<file path="src/rtl/irq_cfg_pkg.sv">
package irq_cfg_pkg;
    localparam int ID_W   = 24;
    localparam int DATA_W = 32;
    localparam int AW     = 4;

    localparam logic [AW-1:0] OFS_SEL  = 4'h0;
    localparam logic [AW-1:0] OFS_STAT = 4'h4;
    localparam logic [AW-1:0] OFS_CFG  = 4'h8;
    localparam logic [AW-1:0] OFS_DOM  = 4'hC;

    typedef enum logic [0:0] {
        ST_READY = 1'b0,
        ST_REPLY = 1'b1
    } rsp_state_e;
endpackage

</file>
<file path="src/rtl/irq_cfg_selbank.sv">
module irq_cfg_selbank
    import irq_cfg_pkg::*;
#(
    parameter int NUM_DOM = 4,
    parameter int DOM_W = 2,
    parameter logic [ID_W-1:0] RST_ID = '0
) (
    input  logic                          clk,
    input  logic                          rst_n,
    input  logic                          wr_en,
    input  logic [DOM_W-1:0]              wr_dom,
    input  logic [ID_W-1:0]               wr_id,
    output logic [NUM_DOM-1:0][ID_W-1:0]  sel_id
);
    for (genvar d = 0; d < NUM_DOM; d++) begin : g_dom
        always_ff @(posedge clk) begin
            if (!rst_n) begin
                sel_id[d] <= RST_ID;
            end else if (wr_en && (wr_dom == DOM_W'(d))) begin
                sel_id[d] <= wr_id;
            end
        end
    end
endmodule

</file>
<file path="src/rtl/irq_cfg_lookup.sv">
module irq_cfg_lookup
    import irq_cfg_pkg::*;
#(
    parameter int NUM_DOM = 4,
    parameter int DOM_W = 2,
    parameter int NUM_LINES = 64,
    parameter int IDX_W = 6,
    parameter logic [ID_W-1:0] BASE_ID = '0
) (
    input  logic [DOM_W-1:0]                 req_dom,
    input  logic [NUM_DOM-1:0][ID_W-1:0]     sel_id,
    input  logic [NUM_LINES-1:0][DOM_W-1:0]  own_vec,
    output logic                             sel_ok,
    output logic [IDX_W-1:0]                 sel_idx
);
    localparam logic [ID_W:0] LO = {1'b0, BASE_ID};
    localparam logic [ID_W:0] HI = LO + (ID_W+1)'(NUM_LINES);
    localparam logic [DOM_W-1:0] TOP_DOM = DOM_W'(NUM_DOM - 1);

    logic [ID_W-1:0] id;
    logic [ID_W:0]   id_ext;
    logic [ID_W:0]   offs;
    logic            in_range;

    always_comb begin
        id       = sel_id[req_dom];
        id_ext   = {1'b0, id};
        offs     = id_ext - LO;
        in_range = (id_ext >= LO) && (id_ext < HI);
        sel_idx  = offs[IDX_W-1:0];
        sel_ok   = in_range && ((req_dom == TOP_DOM) || (own_vec[sel_idx] == req_dom));
    end
endmodule

</file>
<file path="src/rtl/irq_cfg_linestore.sv">
module irq_cfg_linestore
    import irq_cfg_pkg::*;
#(
    parameter int NUM_LINES = 64,
    parameter int IDX_W = 6,
    parameter int DOM_W = 2,
    parameter logic [DOM_W-1:0] DEF_OWNER = '0
) (
    input  logic                             clk,
    input  logic                             rst_n,
    input  logic                             tm_we,
    input  logic                             own_we,
    input  logic [IDX_W-1:0]                 idx,
    input  logic                             tm_in,
    input  logic [DOM_W-1:0]                 own_in,
    output logic [NUM_LINES-1:0]             tm_vec,
    output logic [NUM_LINES-1:0][DOM_W-1:0]  own_vec
);
    for (genvar i = 0; i < NUM_LINES; i++) begin : g_line
        always_ff @(posedge clk) begin
            if (!rst_n) begin
                tm_vec[i]  <= 1'b0;
                own_vec[i] <= DEF_OWNER;
            end else begin
                if (tm_we && (idx == IDX_W'(i))) tm_vec[i] <= tm_in;
                if (own_we && (idx == IDX_W'(i))) own_vec[i] <= own_in;
            end
        end
    end
endmodule

</file>
<file path="src/rtl/irq_line_cfg_win.sv">
module irq_line_cfg_win
    import irq_cfg_pkg::*;
#(
    parameter int NUM_DOM = 4,
    parameter int NUM_LINES = 64,
    parameter logic [ID_W-1:0] BASE_ID = 24'd32,
    parameter logic [1:0] DEF_OWNER = 2'd1
) (
    input  logic        clk,
    input  logic        rst_n,
    input  logic        req_valid,
    input  logic        req_write,
    input  logic [1:0]  req_dom,
    input  logic [3:0]  req_addr,
    input  logic [31:0] req_wdata,
    output logic        rsp_valid,
    output logic [31:0] rsp_rdata
);
    localparam int DOM_W = 2;
    localparam int IDX_W = $clog2(NUM_LINES);
    localparam logic [ID_W-1:0] RST_ID = BASE_ID + ID_W'(NUM_LINES);
    localparam logic [DOM_W-1:0] TOP_DOM = DOM_W'(NUM_DOM - 1);

    logic [NUM_DOM-1:0][ID_W-1:0]    sel_id;
    logic [NUM_LINES-1:0]            tm_vec;
    logic [NUM_LINES-1:0][DOM_W-1:0] own_vec;
    logic                            sel_ok;
    logic [IDX_W-1:0]                sel_idx;
    logic                            wr_sel, wr_tm, wr_own, rd_req;
    logic [DATA_W-1:0]               rd_mux, rdata_q;
    rsp_state_e                      state_q, state_d;

    assign rd_req = req_valid && !req_write;
    assign wr_sel = req_valid && req_write && (req_addr == OFS_SEL);
    assign wr_tm  = req_valid && req_write && (req_addr == OFS_CFG) && sel_ok;
    assign wr_own = req_valid && req_write && (req_addr == OFS_DOM)
                    && (req_dom == TOP_DOM) && sel_ok;

    irq_cfg_selbank #(.NUM_DOM(NUM_DOM), .DOM_W(DOM_W), .RST_ID(RST_ID)) u_sel (
        .clk(clk), .rst_n(rst_n), .wr_en(wr_sel), .wr_dom(req_dom),
        .wr_id(req_wdata[ID_W-1:0]), .sel_id(sel_id)
    );

    irq_cfg_lookup #(.NUM_DOM(NUM_DOM), .DOM_W(DOM_W), .NUM_LINES(NUM_LINES),
                     .IDX_W(IDX_W), .BASE_ID(BASE_ID)) u_look (
        .req_dom(req_dom), .sel_id(sel_id), .own_vec(own_vec),
        .sel_ok(sel_ok), .sel_idx(sel_idx)
    );

    irq_cfg_linestore #(.NUM_LINES(NUM_LINES), .IDX_W(IDX_W), .DOM_W(DOM_W),
                        .DEF_OWNER(DEF_OWNER)) u_lines (
        .clk(clk), .rst_n(rst_n), .tm_we(wr_tm), .own_we(wr_own), .idx(sel_idx),
        .tm_in(req_wdata[0]), .own_in(req_wdata[DOM_W-1:0]),
        .tm_vec(tm_vec), .own_vec(own_vec)
    );

    // Read data selection
    always_comb begin
        rd_mux = '0;
        unique case (req_addr)
            OFS_STAT: rd_mux = {{(DATA_W-2){1'b0}}, sel_ok, 1'b1};
            OFS_CFG:  rd_mux = {{(DATA_W-1){1'b0}}, sel_ok && tm_vec[sel_idx]};
            OFS_DOM:  if (sel_ok && (req_dom == TOP_DOM))
                          rd_mux = {{(DATA_W-DOM_W){1'b0}}, own_vec[sel_idx]};
            default:  rd_mux = '0;
        endcase
    end

    // State register
    always_ff @(posedge clk) begin
        if (!rst_n) state_q <= ST_READY;
        else        state_q <= state_d;
    end

    // Next state
    always_comb begin
        state_d = state_q;
        unique case (state_q)
            ST_READY: if (rd_req) state_d = ST_REPLY;
            ST_REPLY: state_d = rd_req ? ST_REPLY : ST_READY;
            default:  state_d = ST_READY;
        endcase
    end

    always_ff @(posedge clk) begin
        if (!rst_n)      rdata_q <= '0;
        else if (rd_req) rdata_q <= rd_mux;
    end

    // Outputs
    always_comb begin
        rsp_valid = (state_q == ST_REPLY);
        rsp_rdata = rsp_valid ? rdata_q : '0;
    end

    a_r9_read_reply: assert property (@(posedge clk) disable iff (!rst_n)
        rd_req |=> rsp_valid);
    a_r9_no_spurious: assert property (@(posedge clk) disable iff (!rst_n)
        !rd_req |=> !rsp_valid);
    a_r8_sel_raz: assert property (@(posedge clk) disable iff (!rst_n)
        (rd_req && req_addr == OFS_SEL) |=> (rsp_rdata == 32'd0));
    a_r6_dom_raz: assert property (@(posedge clk) disable iff (!rst_n)
        (rd_req && req_addr == OFS_DOM && req_dom != TOP_DOM) |=> (rsp_rdata == 32'd0));
    a_r4_idle_set: assert property (@(posedge clk) disable iff (!rst_n)
        (rd_req && req_addr == OFS_STAT) |=> (rsp_rdata[0] && rsp_rdata[31:2] == 30'd0));
    a_r5_drop_cfg: assert property (@(posedge clk) disable iff (!rst_n)
        (req_valid && req_write && req_addr == OFS_CFG && !sel_ok) |=> $stable(tm_vec));
    a_r6_dom_wi: assert property (@(posedge clk) disable iff (!rst_n)
        (req_valid && req_write && req_dom != TOP_DOM) |=> $stable(own_vec));
    a_r1_sel_no_line: assert property (@(posedge clk) disable iff (!rst_n)
        (req_valid && req_write && req_addr == OFS_SEL) |=> ($stable(tm_vec) && $stable(own_vec)));
endmodule

</file>
<file path="config.mk">
export PLATFORM = sky130hd
export DESIGN_NAME = irq_line_cfg_win
export DESIGN_NICKNAME = d
export VERILOG_FILES = /design/src/rtl/irq_cfg_pkg.sv /design/src/rtl/irq_cfg_selbank.sv /design/src/rtl/irq_cfg_lookup.sv /design/src/rtl/irq_cfg_linestore.sv /design/src/rtl/irq_line_cfg_win.sv
export SDC_FILE = /design/constraint.sdc
export NUM_CORES = 1
export LEC_CHECK = 0
export ABC_AREA = 1
export BUFFER_PORTS_ARGS = -buffer_cell sky130_fd_sc_hd__buf_2
export CORE_UTILIZATION = 32
export CTS_CLUSTER_SIZE = 20
export DETAILED_ROUTE_END_ITERATION = 6
export HOLD_SLACK_MARGIN = 0.12
export PLACE_DENSITY = 0.53
export REMOVE_ABC_BUFFERS = 1
export SETUP_SLACK_MARGIN = 0.02
export SLEW_MARGIN = 40
export SYNTH_ARGS = -nofsm -noshare
export SYNTH_HDL_FRONTEND = slang
export SYNTH_SLANG_ARGS = --single-unit
</file>
<file path="constraint.sdc">
create_clock -name clk -period 3 [get_ports clk]
set_clock_uncertainty 0.2 [all_clocks]
set_input_delay 0.15 -clock clk [delete_from_list [all_inputs] [get_ports clk]]
set_output_delay 0.15 -clock clk [all_outputs]
set_load 0.005 [all_outputs]
</file>
==> metrics <==
status=complete, but fails checks; failing checks=setup timing; synthesized cell area=0.0155 sq mm; crit path capture=u_lines.own_vec[43]; routed wire length=54,400 um; critical path fanouts, max=9; routability cong.=0.878; crit path from=u_sel.sel_id[0]; setup total negative slack=-3.89 ns; mean post-synth cell area=6.33 sq um; Synth Area in Compound Gates=7.78%; area post-placement=0.0170 sq mm; startpoint types=register; Sw Share=25.7%; Max-Cap Viols=0; first-pass GRT wire length=85,200 um; final instance area=0.0194 sq mm; H-tree Lvls=2; IO Port Bufs=36; area delta synth->final=25.2%; full die area=0.0493 sq mm; Cell Int Power=6.70 mW; Setup CP Type=register to register; commonest non-fill, non-tap cell in the layout=nand2_1; Slew @ Worst Pin=0.569 ns; Num CTS Buffers=36; VDD IR-drop max=0.000314 V; FF+latch count, synth=291; Critical Path RT=3.28 ns; CTS Sinks=291; Via-to-Cell Ratio=5.17; CP arrival=3.37 ns; reg2reg start=u_sel.sel_id[0]; ANT nets after route=0; Multi-input gate area=0.00840 sq mm; Syn. warnings=0; Main synth FF type=dfxtp_1; Pwr Density=465 mW/mm^2; Clock Pin Slew Worst Setup and Hold Paths=0.06 ns; number of global-route vias before repair=15.3k; leakage=9.16 nW; FF/Latch Area=0.00583 sq mm; TritonCTS clock tree=done; Die H=222 um; HP Class=input pin to register; Worst-Skew Late Latency=0.55 ns; Core Box Area=0.0477 sq mm; CP Capture Type=register; DRC Markers=0; XOR/XNOR share of the synthesized area=0%; max-slew violations=0; Max Fclk=324 MHz; gr usage total=21.6%; unrepaired setup endpoints after global routing=true; initial antenna violation count=1; share of cells above drive strength 1=13.7%; Layout Nets=2,597; Synth Area in Simple Gates=44.3%; initial core utilization=32.5%; clk root buf=clkbuf_16; Synth Area in Adders=0%; sequential share of the synthesized area=37.6%; DR pass1 iterations=7; via count=16.5k; pin count of the biggest net entering global routing=87; combinational family with the most area after synthesis=simple AND/OR/NAND/NOR gates; R2R Setup Slk=-0.08 ns; reg2reg path depth=24; fill count=4,997; Comb power frac=10.2%; Post-synth ARST share=0%; Die Wd=222 um; DR iter-0 viols=1,413; Final WS setup=-0.0847 ns; minimum clock period after layout=3.08 ns; Max-slew headroom=62.0%; CTS Buffer Depth=3; Post-synth EDFFs=0; cell count after synthesis=2,449; post-synthesis mux area share=0%; Sequential Power Share=43.0%; final hold vios=0; most frequent cells in the layout=nand2_1, nor2_1, dfxtp_1; GR Overflow Total=0; Layout Utilization=40.6%; RR Endpoint=u_lines.own_vec[43]; wire length per cell=17.0 um; final setup violating endpoints=122; # rows=80; antenna cell count=0; period utilisation layout=103%; Clock Power Share=46.8%; NetSw=2.32 mW; dpl hpwl=34,700 um; # IOs=75; Distinct cells, synth=38
-- state kept, by name (all words and copies together), names as in the netlist --
register         count
rsp_valid            1
u_lines.own_vec    128
u_lines.tm_vec      64
rdata_q              2
u_sel.sel_id        96
-- power by group through the flow --
stage | clock network, mW | registers (mW) | logic, mW
CTS | 4.32 | 3.87 | 0.850
global route | 4.47 | 3.87 | 0.964
floorplan | 0 | 3.96 | 0.233
global placement | 0 | 3.96 | 0.715
finish | 4.23 | 3.87 | 0.920
detailed placement | 0 | 3.96 | 0.715
-- through the flow --
stage                     std cells  total power, mW  hold WS, ns  worst slack (ns)
final                          3195             9.02        0.227           -0.0847
after global routing           3195             9.31        0.230            -0.285
after CTS                      3187             9.05        0.188           -0.0339
after detailed placement       3062             4.67        0.222            -0.336
after global placement         3062             4.67        0.220            -0.341
after floorplan                2279             4.19       0.0341             -3.44
-- how the worst min path moves through the flow --
stage,from,endpoint,slack [ns],depth (start not counted)
6_report,req_wdata[21],u_sel.sel_id[69],0.23,4
5_1_grt,req_valid,u_lines.own_vec[120],0.23,6
4_1_cts,req_wdata[21],u_sel.sel_id[69],0.19,4
3_5_place_dp,req_wdata[6],u_sel.sel_id[54],0.22,3
3_3_place_gp,req_wdata[6],u_sel.sel_id[30],0.22,3
2_1_floorplan,rst_n,u_sel.sel_id[29],0.03,1
-- synthesized netlist by cell type (8+ instances only) --
| master | instances | share of area, % |
|---|---|---|
| nand2_1 | 657 | 16 |
| nor2_1 | 558 | 14 |
| dfxtp_1 | 291 | 38 |
| nand4_1 | 200 | 8.1 |
| inv_1 | 153 | 3.7 |
| o21ai_0 | 130 | 4.2 |
| nand3_1 | 108 | 3.5 |
| clkbuf_1 | 89 | 2.2 |
| buf_4 | 44 | 2.1 |
| a21oi_1 | 43 | 1.4 |
| buf_2 | 39 | 1.3 |
| buf_1 | 23 | 0.56 |
| o21ai_1 | 21 | 0.68 |
| nor4_1 | 13 | 0.52 |
| nand4_4 | 10 | 1.4 |
| nor3_1 | 8 | 0.26 |
-- layout make-up --
| type | count | area share (%) |
|---|---|---|
| Timing Repair Buffer | 238 | 13.8 |
| Sequential cell | 291 | 30.0 |
| Multi-Input combinational cell | 1828 | 43.3 |
| Clock inverter | 11 | 0.361 |
| Inverter | 160 | 3.09 |
| Tap cell | 615 | 3.97 |
| Clock buffer | 52 | 5.47 |
-- cell families after synthesis --
kind of cell / Yosys count
other: 1
buffers and inverters: 359
and+or+nand+nor: 1574
AOI/OAI and AO/OA: 224
DFF: 291
-- critical path, stage by stage, from the launching register on --
cell     delay [ns]
dfxtp_2        0.33
nand2_2        0.06
nand2_4        0.09
nand2_8        0.08
buf_12         0.16
buf_16         0.15
buf_8          0.12
nand3_2        0.05
nand2_1        0.05
nand2_1        0.05
nand2_1        0.06
nand2_1        0.06
nand2_1        0.07
nor2_1         0.09
nor2_1         0.05
nor2_2         0.25
a21oi_2        0.11
nor2_4         0.15
buf_12         0.16
buf_12         0.12
buf_16         0.13
nand4_1        0.16
nand2_1        0.10
nand2_1        0.05
nor2_1         0.09
-- timing repair --
item | 4_1_cts | 5_1_grt
gates cloned | 7 | 6
hold buffers | 32 | 0
resized for setup | 79 | 25
pin swaps | 40 | 71
setup buffers | 24 | 4
hold endpoints to repair | 182 | 0
endpoints found under the setup margin | 193 | 194
-- metal layers --
metal	track usage, %	wire (um)	vias to the layer above
met3	2.98	3720	92
met4	7.59	1380	2
li1	-	-	8104
met5	0	10	-
met2	35.1	24800	603
met1	29.0	24500	7702
(Power assumes the default switching activity.)
